[src/rtl/zpb_pkg.sv]
package zpb_pkg;

    // Which source feeds the byte returned to the core.
    typedef enum logic [1:0] {
        RD_NONE = 2'd0,
        RD_EXT  = 2'd1,
        RD_REG  = 2'd2
    } rd_path_e;

    // Access kind captured at the end of the first half-cycle.
    typedef struct packed {
        logic hit;  // address falls on a bank register
        logic wr;   // core intends to write
    } acc_t;

    function automatic rd_path_e pick_path(logic ph2, acc_t a);
        if (!ph2)
            return RD_NONE;
        else if (a.hit)
            return a.wr ? RD_NONE : RD_REG;
        else
            return RD_EXT;
    endfunction

    // Pin level of the read/write line: a write reaches the bus only off the registers.
    function automatic logic pin_rnw(acc_t a);
        return !(a.wr && !a.hit);
    endfunction

    function automatic logic pin_oe(acc_t a);
        return a.wr && !a.hit;
    endfunction

endpackage

[src/rtl/zpb_decode.sv]
module zpb_decode #(
    parameter int ADDR_W = 16,
    parameter int SEL_W  = 1
) (
    input  logic [ADDR_W-1:0] addr,
    output logic              hit,
    output logic [SEL_W-1:0]  idx
);
    // Every address bit above the select field must be zero.
    assign hit = ~|addr[ADDR_W-1:SEL_W];
    assign idx = addr[SEL_W-1:0];
endmodule

[src/rtl/zpb_phase_latch.sv]
module zpb_phase_latch
    import zpb_pkg::*;
#(
    parameter int NUM_REGS = 2,
    parameter int SEL_W    = 1
) (
    input  logic                clk,
    input  logic                rst,
    input  logic                phi2,
    input  logic                hit,
    input  logic [SEL_W-1:0]    idx,
    input  logic                wr,
    output acc_t                acc_q,
    output logic [NUM_REGS-1:0] wr_strb,
    output logic [NUM_REGS-1:0] rd_strb,
    output logic                rnw_q,
    output logic                oe_q
);
    acc_t             acc_d;
    logic [SEL_W-1:0] idx_q;

    always_comb begin
        acc_d.hit = hit;
        acc_d.wr  = wr;
    end

    // Closes at the end of the first half; holds through the second half.
    always_ff @(posedge clk) begin
        if (rst) begin
            acc_q <= '0;
            idx_q <= '0;
            rnw_q <= 1'b1;
            oe_q  <= 1'b0;
        end else if (!phi2) begin
            acc_q <= acc_d;
            idx_q <= idx;
            rnw_q <= pin_rnw(acc_d);
            oe_q  <= pin_oe(acc_d);
        end
    end

    for (genvar i = 0; i < NUM_REGS; i++) begin : g_strb
        logic sel_i;
        assign sel_i      = acc_q.hit && (idx_q == SEL_W'(i));
        assign wr_strb[i] = sel_i && acc_q.wr;
        assign rd_strb[i] = sel_i && !acc_q.wr;
    end
endmodule

[src/rtl/zpb_bank_regs.sv]
module zpb_bank_regs #(
    parameter int NUM_REGS = 2,
    parameter int BANK_W   = 4,
    parameter int DATA_W   = 8
) (
    input  logic                       clk,
    input  logic                       rst,
    input  logic                       phi2,
    input  logic [NUM_REGS-1:0]        wr_strb,
    input  logic [DATA_W-1:0]          wdata,
    output logic [NUM_REGS*BANK_W-1:0] bank_q
);
    logic unused_hi;
    assign unused_hi = ^wdata[DATA_W-1:BANK_W];

    for (genvar i = 0; i < NUM_REGS; i++) begin : g_reg
        logic [BANK_W-1:0] val_q;
        // Loads on the edge that ends the second half-cycle.
        always_ff @(posedge clk) begin
            if (rst)
                val_q <= '1;
            else if (phi2 && wr_strb[i])
                val_q <= wdata[BANK_W-1:0];
        end
        assign bank_q[i*BANK_W +: BANK_W] = val_q;
    end
endmodule

[src/rtl/zpb_read_path.sv]
module zpb_read_path
    import zpb_pkg::*;
#(
    parameter int NUM_REGS = 2,
    parameter int BANK_W   = 4,
    parameter int DATA_W   = 8
) (
    input  logic                       phi2,
    input  acc_t                       acc_q,
    input  logic [NUM_REGS-1:0]        rd_strb,
    input  logic [NUM_REGS*BANK_W-1:0] bank_q,
    input  logic [DATA_W-1:0]          ext_rdata,
    output logic [DATA_W-1:0]          cpu_rdata
);
    localparam int PAD_W = DATA_W - BANK_W;

    logic [BANK_W-1:0] reg_sel;

    // One-hot OR mux over the registers.
    always_comb begin
        reg_sel = '0;
        for (int i = 0; i < NUM_REGS; i++)
            if (rd_strb[i])
                reg_sel |= bank_q[i*BANK_W +: BANK_W];
    end

    always_comb begin
        unique case (pick_path(phi2, acc_q))
            RD_REG:  cpu_rdata = {{PAD_W{1'b0}}, reg_sel};
            RD_EXT:  cpu_rdata = ext_rdata;
            default: cpu_rdata = '0;
        endcase
    end
endmodule

[src/rtl/zpb_port.sv]
module zpb_port
    import zpb_pkg::*;
#(
    parameter int ADDR_W   = 16,
    parameter int DATA_W   = 8,
    parameter int BANK_W   = 4,
    parameter int NUM_REGS = 2
) (
    input  logic                       clk,
    input  logic                       rst,
    input  logic                       phi2,
    input  logic [ADDR_W-1:0]          cpu_addr,
    input  logic                       cpu_wr,
    input  logic [DATA_W-1:0]          cpu_wdata,
    input  logic [DATA_W-1:0]          ext_rdata,
    output logic [DATA_W-1:0]          cpu_rdata,
    output logic                       bus_rnw,
    output logic                       bus_data_oe,
    output logic [NUM_REGS-1:0]        wr_strb,
    output logic [NUM_REGS-1:0]        rd_strb,
    output logic [NUM_REGS*BANK_W-1:0] bank_q
);
    localparam int SEL_W = $clog2(NUM_REGS);

    logic             hit;
    logic [SEL_W-1:0] idx;
    acc_t             acc_q;

    zpb_decode #(.ADDR_W(ADDR_W), .SEL_W(SEL_W)) u_dec (
        .addr (cpu_addr),
        .hit  (hit),
        .idx  (idx)
    );

    zpb_phase_latch #(.NUM_REGS(NUM_REGS), .SEL_W(SEL_W)) u_lat (
        .clk     (clk),
        .rst     (rst),
        .phi2    (phi2),
        .hit     (hit),
        .idx     (idx),
        .wr      (cpu_wr),
        .acc_q   (acc_q),
        .wr_strb (wr_strb),
        .rd_strb (rd_strb),
        .rnw_q   (bus_rnw),
        .oe_q    (bus_data_oe)
    );

    zpb_bank_regs #(.NUM_REGS(NUM_REGS), .BANK_W(BANK_W), .DATA_W(DATA_W)) u_regs (
        .clk     (clk),
        .rst     (rst),
        .phi2    (phi2),
        .wr_strb (wr_strb),
        .wdata   (cpu_wdata),
        .bank_q  (bank_q)
    );

    zpb_read_path #(.NUM_REGS(NUM_REGS), .BANK_W(BANK_W), .DATA_W(DATA_W)) u_rd (
        .phi2      (phi2),
        .acc_q     (acc_q),
        .rd_strb   (rd_strb),
        .bank_q    (bank_q),
        .ext_rdata (ext_rdata),
        .cpu_rdata (cpu_rdata)
    );
endmodule

[config.mk]
export PLATFORM = sky130hd
export DESIGN_NAME = zpb_port
export DESIGN_NICKNAME = d
export VERILOG_FILES = /design/src/rtl/zpb_pkg.sv /design/src/rtl/zpb_decode.sv /design/src/rtl/zpb_phase_latch.sv /design/src/rtl/zpb_bank_regs.sv /design/src/rtl/zpb_read_path.sv /design/src/rtl/zpb_port.sv
export SDC_FILE = /design/constraint.sdc
export NUM_CORES = 1
export LEC_CHECK = 0
export ABC_AREA = 1
export BUFFER_PORTS_ARGS = -buffer_cell sky130_fd_sc_hd__buf_4
export CAP_MARGIN = 20
export CORE_UTILIZATION = 38
export CTS_CLUSTER_DIAMETER = 40
export DETAILED_ROUTE_END_ITERATION = 8
export PLACE_DENSITY = 0.75
export RECOVER_POWER = 25
export SYNTH_ARGS = -nofsm -noshare
export SYNTH_HDL_FRONTEND = slang
export SYNTH_SLANG_ARGS = --single-unit
[constraint.sdc]
create_clock -name clk -period 1.3 [get_ports clk]
set_input_delay 0.195 -clock clk [delete_from_list [all_inputs] [get_ports clk]]
set_output_delay 0.195 -clock clk [all_outputs]
set_load 0.005 [all_outputs]
==> results of run 1 <==
cells in the mapped netlist:
library cell                n  area (um2)
sky130_fd_sc_hd__nand2_4    2        22.5
sky130_fd_sc_hd__a21oi_1    3        15.0
sky130_fd_sc_hd__o21ai_1    1        5.00
sky130_fd_sc_hd__dfxtp_1   13         260
sky130_fd_sc_hd__buf_2      2        10.0
sky130_fd_sc_hd__nor3_2     1        10.0
sky130_fd_sc_hd__inv_1      8        30.0
sky130_fd_sc_hd__inv_2      6        22.5
sky130_fd_sc_hd__o21ai_0    1        5.00
sky130_fd_sc_hd__a211oi_1   1        7.51
sky130_fd_sc_hd__nand2_1   45         169
sky130_fd_sc_hd__nand3_1   15        75.1
sky130_fd_sc_hd__nor2_4     3        33.8
sky130_fd_sc_hd__nor2_1    17        63.8
metal layers:
layer | global-route usage (%) | routed length [um] | vias to the layer above
met5 | 0 | 0 | -
met4 | 10.6 | 43 | 0
met3 | 4.37 | 189 | 5
met2 | 38.3 | 1140 | 37
met1 | 25.6 | 933 | 432
li1 | - | - | 493
final timing paths:
kind / start / to / slack (ns) / depth (start not counted)
max: u_lat.idx_q$_SDFFE_PP0N_ / cpu_rdata[2] / -0.17 / 8
min: rst / u_lat.acc_q[0]$_SDFFE_PP0N_ / 0.08 / 2
max reg2reg: u_lat.idx_q$_SDFFE_PP0N_ / u_regs.g_reg[0].val_q[2]$_SDFFE_PP1P_ / 0.25 / 7
min reg2reg: u_regs.g_reg[1].val_q[2]$_SDFFE_PP1P_ / u_regs.g_reg[1].val_q[2]$_SDFFE_PP1P_ / 0.49 / 2
final cells by class:
type | count | area [um2]
repair buffers | 62 | 477
fillers | 157 | 468
multi-input cells | 89 | 438
flip-flops and latches | 13 | 269
inverters | 14 | 55.1
well taps | 25 | 31.3
clock buffers | 4 | 26.3
stage by stage:
step / cells / setup TNS, ns
floorplan: 118 / 0
global placement: 196 / 0
detailed placement: 196 / 0
CTS: 203 / -0.564
global route: 207 / -1.25
finish: 207 / -0.741
power breakdown:
part | internal, uW | switching, uW | total (uW)
sequential | 410 | 15.2 | 425
combinational | 134 | 96.6 | 230
clock | 119 | 141 | 260
total | 662 | 253 | 915
state kept, by name, indices dropped and copies added, names as in the netlist:
signal and cells:
u_lat.idx_q 1, u_lat.acc_q 2, u_lat.oe_q 1, u_regs.g.val_q 8, u_lat.rnw_q 1
critical path: stages, from the launching register on:
cell and delay (ns):
sky130_fd_sc_hd__dfxtp_2 0.35, sky130_fd_sc_hd__inv_2 0.08, sky130_fd_sc_hd__nand2_4 0.05, sky130_fd_sc_hd__nor2_4 0.14, sky130_fd_sc_hd__nand2_1 0.08, sky130_fd_sc_hd__nand2_1 0.06, sky130_fd_sc_hd__nand2_1 0.05, sky130_fd_sc_hd__nand2_1 0.07
sky130_fd_sc_hd__buf_4 0.10
kinds of logic after synthesis:
group                  synth area share (%)
AO/OA/AOI/OAI                          4.46
buffers and inverters                  8.58
flip-flops                             35.7
AND/OR/NAND/NOR                        51.3
timing repair:
item | CTS | global route
setup buffers | 3 | 4
setup endpoints to repair | 11 | 11
resized for setup | 7 | 11
pin swaps | 6 | 1
==> results.md, run 1 <==
- The hold buffer count at cts is 0.
- Across the run, the number of max-cap violations was 0.
- Synthesis handed over a netlist of 118 instances.
- VDD sags by at most 718 uV.
- The cell sitting at the root of the clock tree is a sky130_fd_sc_hd__clkbuf_4.
- From left edge to right edge, the die measures 45.8 um.
- The global placer's final weighted congestion is 0.725.
- STA puts the critical path data required time at 1.11 ns.
- The CTS tree is yes.
- The synthesized netlist contains 14 unique library cells.
- For this configuration, the core starts out at a cell density of 41.3%.
- The proportion of synthesized chip area in sequential cells is 35.7%.
- At the later pin of the worst-skew pair, clock insertion delay measures 0.28 ns.
- Setup repair after global routing could not meet its margin everywhere.
- The flow ran to the end, but the final reports show violations.
- A synthesized cell averages 6.18 um2.
- The total number of nets in the final design is 219.
- The floorplan die area is 0.00210 mm2.
- In this run, synthesis produced a sequential element count of 13.
- The final hold violation count is 0.
- The power density over the cells is 706 mW/mm2.
- For this run, design rule violations remaining after detail routing come to 0.
- The signal arrival time at the worst endpoint is 1.27 ns.
- The worst hold slack across all endpoints is 0.0775 ns.
- Timing analysis after detailed placement gives a worst setup slack of 0.0806 ns.
- The vertical extent of the die is 45.8 um.
- The largest fanout on the critical path is 5.
- The global-route usage over all layers is 22.0%.
- The total inserted antenna cells is 0.
- The core occupancy in the finished layout is 73.5%.
- The total clock sinks is 13.
- The detail route stage leaves a number of antenna-violating nets equal to 0.
- The number of buffers created by CTS is 3.
- The final standard cell area without fillers is 0.00130 mm2.
- When the netlist entered floorplanning its net count stood at 154.
- In the final routed layout, each cell accounts on average for 11.1 um.
- The count of routing violations after the opening detailed-route iteration is 22.
- The HPWL reported at the end of detailed placement is 1660 um.
- The count of TritonRoute iterations in the first routing pass is 4.
- The worst setup path category is flop to output port.
- The type of origin of the critical path is a flop.
- After floorplanning, the core was divided into 15 placement rows.
- The worst setup margin is -0.169 ns.
- Derived from the worst setup path, the maximum achievable clock frequency is 681 MHz.
- The warning count from the yosys run is 0.
- The most common library cell in the layout ignoring fill and taps is sky130_fd_sc_hd__buf_4.
- After global routing the overflow that remains totals 0.
- For this block, the via count after detailed routing is 967.
- The checks that failed: negative setup slack.
- The total wire length is 2310 um.
- The path category of the worst min-delay check is input port to flop.
- The pin count of the biggest net entering global routing is 12.
- The area of the core is 0.00176 mm2.
- The final setup violation count is 5.
- In the layout the commonest cells are sky130_fd_sc_hd__buf_4 (58), sky130_fd_sc_hd__nand2_1 (43), sky130_fd_sc_hd__nor2_1 (15).
- CTS built an H-tree with a depth of 1.
- The static leakage is 0.000690 uW.
- The fraction of layout instances using a drive strength above 1 is 47.3%.
- The shortest period the worst path allows is 1.47 ns.
- The longest clock path from root to sink contains 2 buffers.
- Across the routed clock network, the largest skew measured is 0.00229 ns.
- The worst setup path is captured at an output port.
- For the pin with the worst max-slew slack, the measured transition is 0.327 ns.
- In this run the cell area measured after placement is 0.00116 mm2.
- In this run the tool buffered the top-level ports with 53 buffer cells.
- The clock edge transition at the registers on the reported setup and hold paths is 0.08 ns.
- The synthesis-to-finish area growth is 77.7%.
- The mapped netlist covers 729 um2.
- The number of max-slew violations in the final report was 0.
- The initial antenna violation count came to 0.
- The worst slew margin relative to its limit is 78.2%.
- 58 I/O pins were placed.
- The post-route total power is 915 uW.
- The first global-routing pass estimated 3220 um of wire.
- The mean number of vias per cell is 4.67.
- In the finished design, the share of the clock period the worst path needs comes to 113%.
- The number of global-route vias before repair is 791.
Note: power is estimated with default switching activity, not from simulation.
==> run 2, diff against run 1 <==
Settings changed: ABC_AREA 1 to unset.
==> run 2 against run 1 <==
Net effect: the run still ends with negative setup slack left; power is 8.9% lower; clock skew up 0.0056 ns; sequential share of layout area up 1.2 points; maximum frequency is 7.5% higher; register-to-register slack lost 0.27 ns; synthesized area fell by 0.34%; critical path depth is 5 lower; highest routed layer unchanged.
==> results.md, run 2 <==
- The beginning of the worst register-to-register path is u_lat.acc_q[0]$_SDFFE_PP0N_ (was u_lat.idx_q$_SDFFE_PP0N_).
- The final hold violation count is 0 (unchanged).
- The number of max-slew violations in the final report is 0 (unchanged).
- The post-synthesis cell type count came to 27 (was 14).
- The number of vias in the routed layout is 807 (was 967).
- The final setup violation count is 16 (was 5).
- The final standard cell area without fillers is 0.00121 mm2 (was 0.00130 mm2).
- The number of top-level pins is 58 (unchanged).
- The number of instances in the synthesized netlist is 80 (was 118).
- The wire length per cell came to 11.8 um (was 11.1 um).
- The hold path endpoint is u_lat.idx_q$_SDFFE_PP0N_ (was u_lat.acc_q[0]$_SDFFE_PP0N_).
- The highest clock rate is 732 MHz (was 681 MHz).
- The area of the core was 0.00176 mm2 (unchanged).
- The cell count of the worst hold path is 3 (was 2).
- The parity-gate share of the synthesized area counting xor and xnor cells came to 0% (unchanged).
- Unrepaired setup endpoints after global routing: true (unchanged).
- The total number of H-tree levels was 1 (unchanged).
- Failing checks: negative setup slack (unchanged).
- The worst reg-to-reg path cell count is 4 (was 7).
- The path category of the worst min-delay check is input port to flop (unchanged).
- The most frequent cell after synthesis is sky130_fd_sc_hd__dfxtp_1 (was sky130_fd_sc_hd__nand2_1).
- The synthesized net count is 116 (was 154).
- The cell taking the most area after synthesis is sky130_fd_sc_hd__dfxtp_1 (unchanged).
- The commonest register cell after synthesis is sky130_fd_sc_hd__dfxtp_1 (unchanged).
- The warning count from the yosys run is 0 (unchanged).
- Most numerous cell types in the synthesized netlist: sky130_fd_sc_hd__dfxtp_1 (13), sky130_fd_sc_hd__nor2_1 (11), sky130_fd_sc_hd__a211o_1 (8) (was sky130_fd_sc_hd__nand2_1 (45), sky130_fd_sc_hd__nor2_1 (17), sky130_fd_sc_hd__nand3_1 (15)).
- The compound-cell area share of the yosys netlist came to 17.0% (was 4.46%).
- The area of combinational cells with multiple inputs came to 417 um2 (was 438 um2).
- The pin count of the biggest net entering global routing is 14 (was 12).
- The clock edge transition at the registers on the reported setup and hold paths was 0.07 ns (was 0.08 ns).
- Result of the run: finished, violations left (unchanged).
- Top library cells by usage in the layout, fill and taps aside: sky130_fd_sc_hd__buf_4 (56), sky130_fd_sc_hd__nor2_1 (11), sky130_fd_sc_hd__dfxtp_1 (10) (was sky130_fd_sc_hd__buf_4 (58), sky130_fd_sc_hd__nand2_1 (43), sky130_fd_sc_hd__nor2_1 (15)).
- The global placer's final weighted congestion was 0.704 (was 0.725).
- The worst setup margin is -0.0669 ns (was -0.169 ns).
- The worst reg-to-reg setup slack is -0.02 ns (was 0.25 ns).
- The final-layout fill cell count was 167 (was 157).
- The share of synthesized cell area in and, or, nand and nor gates was 32.5% (was 51.3%).
- The global-route usage over all layers came to 20.6% (was 22.0%).
- The number of buffers created by CTS is 3 (unchanged).
- The proportion of synthesized chip area in sequential cells is 35.8% (was 35.7%).
- The HPWL reported at the end of detailed placement was 1530 um (was 1660 um).
- The largest fanout on the critical path is 8 (was 5).
- The signal arrival time at the worst endpoint was 1.17 ns (was 1.27 ns).
- The area of the mapped netlist is 727 um2 (was 729 um2).
- The number of register bits inferred by synthesis came to 13 (unchanged).
- The mean number of vias per cell is 4.92 (was 4.67).
- The total clock sinks is 13 (unchanged).
- The cell area after placement was 0.00115 mm2 (was 0.00116 mm2).
- The starting density of the core is 41.2% (was 41.3%).
- The number of flip-flops under the largest register name is 8 (unchanged).
- The type of element capturing the critical path was an output port (unchanged).
- The adder and majority cell fraction of the synthesized area was 0% (unchanged).
- The maximum buffer depth of the clock tree is 2 (unchanged).
- The worst min-delay path startpoint is cpu_addr[0] (was rst).
- The footprint of the flip-flops and latches is 267 um2 (was 269 um2).
- Biggest regs: u_regs.g.val_q (8), u_lat.acc_q (2) (unchanged).
- The latest clock arrival within the worst-skew pair is 0.27 ns (was 0.28 ns).
- The most common library cell in the layout ignoring fill and taps is sky130_fd_sc_hd__buf_4 (unchanged).
- The end of the worst register-to-register path is u_regs.g_reg[0].val_q[1]$_SDFFE_PP1P_ (was u_regs.g_reg[0].val_q[2]$_SDFFE_PP1P_).
- The largest register by flop count is u_regs.g.val_q (unchanged).
- The area share of the largest cell type after synthesis is 35.8% (was 35.7%).
- The detailed-route DRC error count is 0 (unchanged).
- The type of origin of the critical path is a flop (unchanged).
- The remaining number of nets flagged by the antenna check after routing came to 0 (unchanged).
- The count of TritonRoute iterations in the first routing pass is 4 (unchanged).
- The power density over the cells was 687 mW/mm2 (was 706 mW/mm2).
- The die width is 45.7 um (was 45.8 um).
- The slew at the pin closest to its max-slew limit came to 0.297 ns (was 0.327 ns).
- The CTS tree is yes (unchanged).
- The static leakage came to 0.000597 uW (was 0.000690 uW).
- The post-route clock period utilization is 105% (was 113%).
- The number of input and output port buffers inserted is 53 (unchanged).
- The fraction of layout instances using a drive strength above 1 is 53.2% (was 47.3%).
- The total number of nets in the final design is 176 (was 219).
- The total wire length is 1930 um (was 2310 um).
- The number of global-route vias before repair was 766 (was 791).
- The hold buffer count at cts is 0 (unchanged).
- The worst slew margin relative to its limit was 80.0% (was 78.2%).
- The cell chosen for the clock root is sky130_fd_sc_hd__clkbuf_4 (unchanged).
- The share of synthesized area spent on multiplexers was 6.88% (was 0%).
- The maximum ir drop on the vdd rail came to 574 uV (was 718 uV).
- The total inserted antenna cells is 0 (unchanged).
- The initial antenna violation count is 0 (unchanged).
- The floorplan die area is 0.00209 mm2 (was 0.00210 mm2).
- The worst path required time is 1.11 ns (about the same).
- The global-route wire length before repair is 3050 um (was 3220 um).
- The async set-or-reset flop fraction in the synthesized netlist came to 0% (unchanged).
- The synthesized area per cell is 9.09 um2 (was 6.18 um2).
- The synthesis-to-finish area growth was 67.0% (was 77.7%).
- The vertical extent of the die is 45.7 um (was 45.8 um).
- The count of routing violations after the opening detailed-route iteration was 5 (was 22).
- The dominant combinational cell family by area after synthesis is simple AND/OR/NAND/NOR gates (unchanged).
- The setup skew after layout is 0.00790 ns (was 0.00229 ns).
- The worst slack at placement is 0.107 ns (was 0.0806 ns).
- The worst setup path category is flop to output port (unchanged).
- The total overflow reported by the global router is 0 (unchanged).
- The standard-cell row count was 15 (unchanged).
- The number of max-cap violations was 0 (unchanged).
- Most area-consuming cells after synthesis: sky130_fd_sc_hd__dfxtp_1 (36%), sky130_fd_sc_hd__a211o_1 (9.6%), sky130_fd_sc_hd__mux2i_1 (6.9%), sky130_fd_sc_hd__nor2_1 (5.7%), sky130_fd_sc_hd__nor4_2 (5.2%) (was sky130_fd_sc_hd__dfxtp_1 (36%), sky130_fd_sc_hd__nand2_1 (23%), sky130_fd_sc_hd__nand3_1 (10%), sky130_fd_sc_hd__nor2_1 (8.7%), sky130_fd_sc_hd__nor2_4 (4.6%)).
- The shortest period the worst path allows came to 1.37 ns (was 1.47 ns).
- The number of enable flip-flop cells after synthesis is 0 (unchanged).
run 2: cell count changes after synthesis, sizes merged, moves of 3 or more:
cell	before	now
nand2	47	7
nand3	15	0
inv	14	5
nor2	20	11
a211o	0	8
mux2i	0	5
and2	0	4
buf	2	5
nor4	0	3
run 2: worst max path at each step:
stage | from | to | slack, ns
6_report | u_lat.acc_q[1]$_SDFFE_PP0N_ | cpu_rdata[4] | -0.07
5_1_grt | u_lat.acc_q[0]$_SDFFE_PP0N_ | cpu_rdata[3] | -0.13
4_1_cts | u_lat.acc_q[1]$_SDFFE_PP0N_ | cpu_rdata[7] | -0.07
3_5_place_dp | u_lat.acc_q[0]$_SDFFE_PP0N_ | cpu_rdata[2] | 0.11
3_3_place_gp | u_lat.acc_q[0]$_SDFFE_PP0N_ | cpu_rdata[1] | 0.14
2_1_floorplan | u_lat.acc_q[1]$_SDFFE_PP0N_ | cpu_rdata[4] | 0.25
run 2: power by group:
part,switching (uW),internal (uW),leakage [uW]
logic,65.1,112,0.000475
clock network,130,119,0.0000150
registers,4.09,404,0.000107
run 2: kinds of logic (layout without fill, tap and decap cells):
group	count (synthesis)	in the layout
DFF	13	13
and+or+nand+nor	36	36
muxes	5	5
AOI/OAI and AO/OA	16	16
buffers and inverters	10	69
run 2: timing repair:
item / CTS / global route
endpoints found under the setup margin: 11 / 9
pin swaps: 8 / 3
gates resized for setup: 14 / 0
hold endpoints to repair: 0 / 0
buffers inserted: 3 / 0
run 2: final cells by class:
| type | instances | area share (%) |
|---|---|---|
| clock buffers | 4 | 2.16 |
| inverters | 5 | 1.55 |
| multi-input cells | 57 | 34.3 |
| flip-flops and latches | 13 | 22.0 |
| well taps | 25 | 2.58 |
| repair buffers | 60 | 37.4 |
run 2: stage by stage:
step	hold slack, ns	cells	TNS (ns)	total power [uW]	utilization (%)
6_report	0.155	164	-0.426	834	68.8
5_1_grt	0.182	164	-1.86	876	68.8
4_1_cts	0.149	164	-0.463	847	69.4
3_5_place_dp	0.436	157	0	585	65.1
3_3_place_gp	0.427	157	0	581	65.1
2_1_floorplan	0.289	80	0	480	-
run 2: routing by layer:
metal | GRT usage, % | wire [um] | vias up
li1 | - | - | 400
met1 | 22.1 | 735 | 371
met2 | 38.9 | 1050 | 32
met3 | 3.17 | 111 | 4
met4 | 9.41 | 31 | 0
met5 | 0 | 0 | -
run 2: critical path, cell delays in order (launching register included):
cell	delay (ns)
sky130_fd_sc_hd__dfxtp_2	0.35
sky130_fd_sc_hd__and2b_2	0.26
sky130_fd_sc_hd__and2_1	0.16
sky130_fd_sc_hd__buf_4	0.13
==> run 3, diff against run 2 <==
Settings changed: CORE_UTILIZATION 38 to 40, CTS_BUF_LIST set to sky130_fd_sc_hd__clkbuf_4, PLACE_DENSITY 0.75 to unset, PLACE_DENSITY_LB_ADDON set to 0.25.
==> run 3 against run 2 <==
Net effect: critical path type unchanged; hold slack better by 0.0070 ns; flip-flop and latch count stayed put; the flow finishes with violations (design-rule violations, negative setup slack); clock skew is 0.0043 ns lower; largest cell class unchanged; die area is 4.8% lower; clock power is 12% higher; sequential share of layout area is 0.29 points lower; sequential power hardly changed; count of clock-buffer cells in the layout stayed put.
==> results.md, run 3 (synthesis results as in run 2) <==
- Result of the run: finished, violations left (unchanged).
- Failing checks: design-rule violations, negative setup slack (was negative setup slack).
- The worst min-delay path startpoint was cpu_addr[0] (unchanged).
- The most common library cell in the layout ignoring fill and taps is sky130_fd_sc_hd__buf_4 (unchanged).
- The floorplan die area is 0.00199 mm2 (was 0.00209 mm2).
- The final standard cell area without fillers is 0.00123 mm2 (was 0.00121 mm2).
- The total clock sinks is 13 (unchanged).
- The beginning of the worst register-to-register path is u_lat.idx_q$_SDFFE_PP0N_ (was u_lat.acc_q[0]$_SDFFE_PP0N_).
- The die width is 44.6 um (was 45.7 um).
- The signal arrival time at the worst endpoint is 1.20 ns (was 1.17 ns).
- The path category of the worst min-delay check is input port to flop (unchanged).
- The initial antenna violation count is 0 (unchanged).
- Top library cells by usage in the layout, fill and taps aside: sky130_fd_sc_hd__buf_4 (52), sky130_fd_sc_hd__nor2_1 (11), sky130_fd_sc_hd__dfxtp_1 (10) (was sky130_fd_sc_hd__buf_4 (56), sky130_fd_sc_hd__nor2_1 (11), sky130_fd_sc_hd__dfxtp_1 (10)).
- The clock edge transition at the registers on the reported setup and hold paths is 0.08 ns (was 0.07 ns).
- The cell area after placement is 0.00115 mm2 (unchanged).
- The highest clock rate was 716 MHz (was 732 MHz).
- The total overflow reported by the global router came to 0 (unchanged).
- The maximum buffer depth of the clock tree is 2 (unchanged).
- The number of max-cap violations was 0 (unchanged).
- The post-route clock period utilization is 107% (was 105%).
- The end of the worst register-to-register path is u_regs.g_reg[1].val_q[3]$_SDFFE_PP1P_ (was u_regs.g_reg[0].val_q[1]$_SDFFE_PP1P_).
- The cell chosen for the clock root is sky130_fd_sc_hd__clkbuf_4 (unchanged).
- The number of input and output port buffers inserted is 53 (unchanged).
- Biggest regs: u_regs.g.val_q (8), u_lat.acc_q (2) (unchanged).
- The static leakage came to 0.000606 uW (was 0.000597 uW).
- The starting density of the core is 42.6% (was 41.2%).
- The worst slew margin relative to its limit is 77.0% (was 80.0%).
- The largest register by flop count is u_regs.g.val_q (unchanged).
- The number of max-slew violations in the final report came to 0 (unchanged).
- The vertical extent of the die is 44.6 um (was 45.7 um).
- The number of buffers created by CTS was 3 (unchanged).
- The global-route usage over all layers is 21.3% (was 20.6%).
- The wire length per cell came to 12.0 um (was 11.8 um).
- The setup skew after layout is 0.00362 ns (was 0.00790 ns).
- The worst reg-to-reg setup slack is 0.19 ns (was -0.02 ns).
- The post-route total power is 868 uW (was 834 uW).
- The final setup violation count is 8 (was 16).
- The standard-cell row count is 15 (unchanged).
- The cell count of the worst hold path came to 3 (unchanged).
- The latest clock arrival within the worst-skew pair came to 0.28 ns (was 0.27 ns).
- The global-route wire length before repair is 3060 um (was 3050 um).
- Unrepaired setup endpoints after global routing: true (unchanged).
- The shortest period the worst path allows is 1.40 ns (was 1.37 ns).
- The type of element capturing the critical path was an output port (unchanged).
- The number of global-route vias before repair is 748 (was 766).
- The number of flip-flops under the largest register name is 8 (unchanged).
- The area of the core was 0.00171 mm2 (was 0.00176 mm2).
- The worst reg-to-reg path cell count is 3 (was 4).
- The number of top-level pins is 58 (unchanged).
- The count of routing violations after the opening detailed-route iteration is 19 (was 5).
- The total number of nets in the final design is 175 (was 176).
- The maximum ir drop on the vdd rail came to 531 uV (was 574 uV).
- The power density over the cells is 706 mW/mm2 (was 687 mW/mm2).
- The count of TritonRoute iterations in the first routing pass is 6 (was 4).
- The worst setup margin is -0.0973 ns (was -0.0669 ns).
- The worst setup path category is flop to output port (unchanged).
- The remaining number of nets flagged by the antenna check after routing is 0 (unchanged).
- The mean number of vias per cell is 5.04 (was 4.92).
- The largest fanout on the critical path was 4 (was 8).
- The global placer's final weighted congestion is 0.680 (was 0.704).
- The pin count of the biggest net entering global routing came to 14 (unchanged).
- The final hold violation count is 0 (unchanged).
- The CTS tree is yes (unchanged).
- The total number of H-tree levels is 1 (unchanged).
- The total inserted antenna cells came to 0 (unchanged).
- The hold buffer count at cts was 0 (unchanged).
- The total wire length is 1960 um (was 1930 um).
- The fraction of layout instances using a drive strength above 1 is 55.8% (was 53.2%).
- The synthesis-to-finish area growth is 69.2% (was 67.0%).
- The detailed-route DRC error count is 1 (was 0).
- The worst path required time is 1.11 ns (about the same).
- The slew at the pin closest to its max-slew limit is 0.341 ns (was 0.297 ns).
- The hold path endpoint is u_lat.idx_q$_SDFFE_PP0N_ (unchanged).
- The type of origin of the critical path is a flop (unchanged).
- The number of vias in the routed layout was 821 (was 807).
run 3: cell count changes in the layout (fill, tap and decap cells not counted):
cell | previous run | this run
sky130_fd_sc_hd__buf_4 | 56 | 52
sky130_fd_sc_hd__clkbuf_4 | 4 | 6
sky130_fd_sc_hd__and2_1 | 3 | 1
sky130_fd_sc_hd__buf_6 | 2 | 5
sky130_fd_sc_hd__clkbuf_1 | 2 | 0
sky130_fd_sc_hd__and2_4 | 1 | 3
run 3: stage by stage:
stage	hold slack [ns]	setup TNS, ns	instances	worst slack [ns]	utilization (%)
6_report	0.162	-0.572	163	-0.0973	72.0
4_1_cts	0.158	-0.397	163	-0.0739	71.6
3_5_place_dp	0.444	0	157	0.0786	67.3
5_1_grt	0.162	-0.952	163	-0.154	72.0
3_3_place_gp	0.442	0	157	0.139	67.3
2_1_floorplan	0.289	0	80	0.251	-
run 3: final cells by class:
type / instances / area, um2
timing repair buffer: 59 / 462
multi-input combinational: 57 / 422
tap: 25 / 31.3
fill: 139 / 478
clock buffer: 4 / 30.0
inverter: 5 / 18.8
sequential: 13 / 267
run 3: timing repair:
item	in CTS	in global routing
pin swaps	11	3
setup buffers	2	1
endpoints found under the hold margin	0	0
setup endpoints to repair	11	11
resized for setup	15	4
run 3: worst max-delay path, cell delays in order, from the launching register on:
cell and delay [ns]:
sky130_fd_sc_hd__dfxtp_4 0.36, sky130_fd_sc_hd__nand3b_1 0.25, sky130_fd_sc_hd__o21ai_1 0.18, sky130_fd_sc_hd__buf_4 0.12
run 3: power by group:
part / internal, uW / switching (uW) / total (uW)
logic: 116 / 63.2 / 179
registers: 405 / 5.90 / 410
clock network: 140 / 138 / 279
total: 661 / 207 / 868
run 3: worst max-delay path by stage:
stage / startpoint / end / slack (ns) / depth (start not counted)
6_report: u_lat.acc_q[0]$_SDFFE_PP0N_ / cpu_rdata[3] / -0.1 / 3
5_1_grt: u_lat.acc_q[0]$_SDFFE_PP0N_ / cpu_rdata[2] / -0.15 / 3
4_1_cts: u_lat.idx_q$_SDFFE_PP0N_ / cpu_rdata[0] / -0.07 / 4
3_5_place_dp: cpu_addr[7] / u_lat.oe_q$_SDFFE_PP0N_ / 0.08 / 4
3_3_place_gp: u_lat.acc_q[0]$_SDFFE_PP0N_ / cpu_rdata[2] / 0.14 / 3
2_1_floorplan: u_lat.acc_q[1]$_SDFFE_PP0N_ / cpu_rdata[4] / 0.25 / 3
run 3: layer usage:
layer / part of all wire [%] / global-route usage (%) / vias to the layer above
met4: 1.1 / 9.70 / 0
met3: 7.2 / 4.08 / 3
met2: 53 / 41.8 / 41
met5: 0 / 0 / -
met1: 39 / 21.2 / 376
li1: - / - / 401
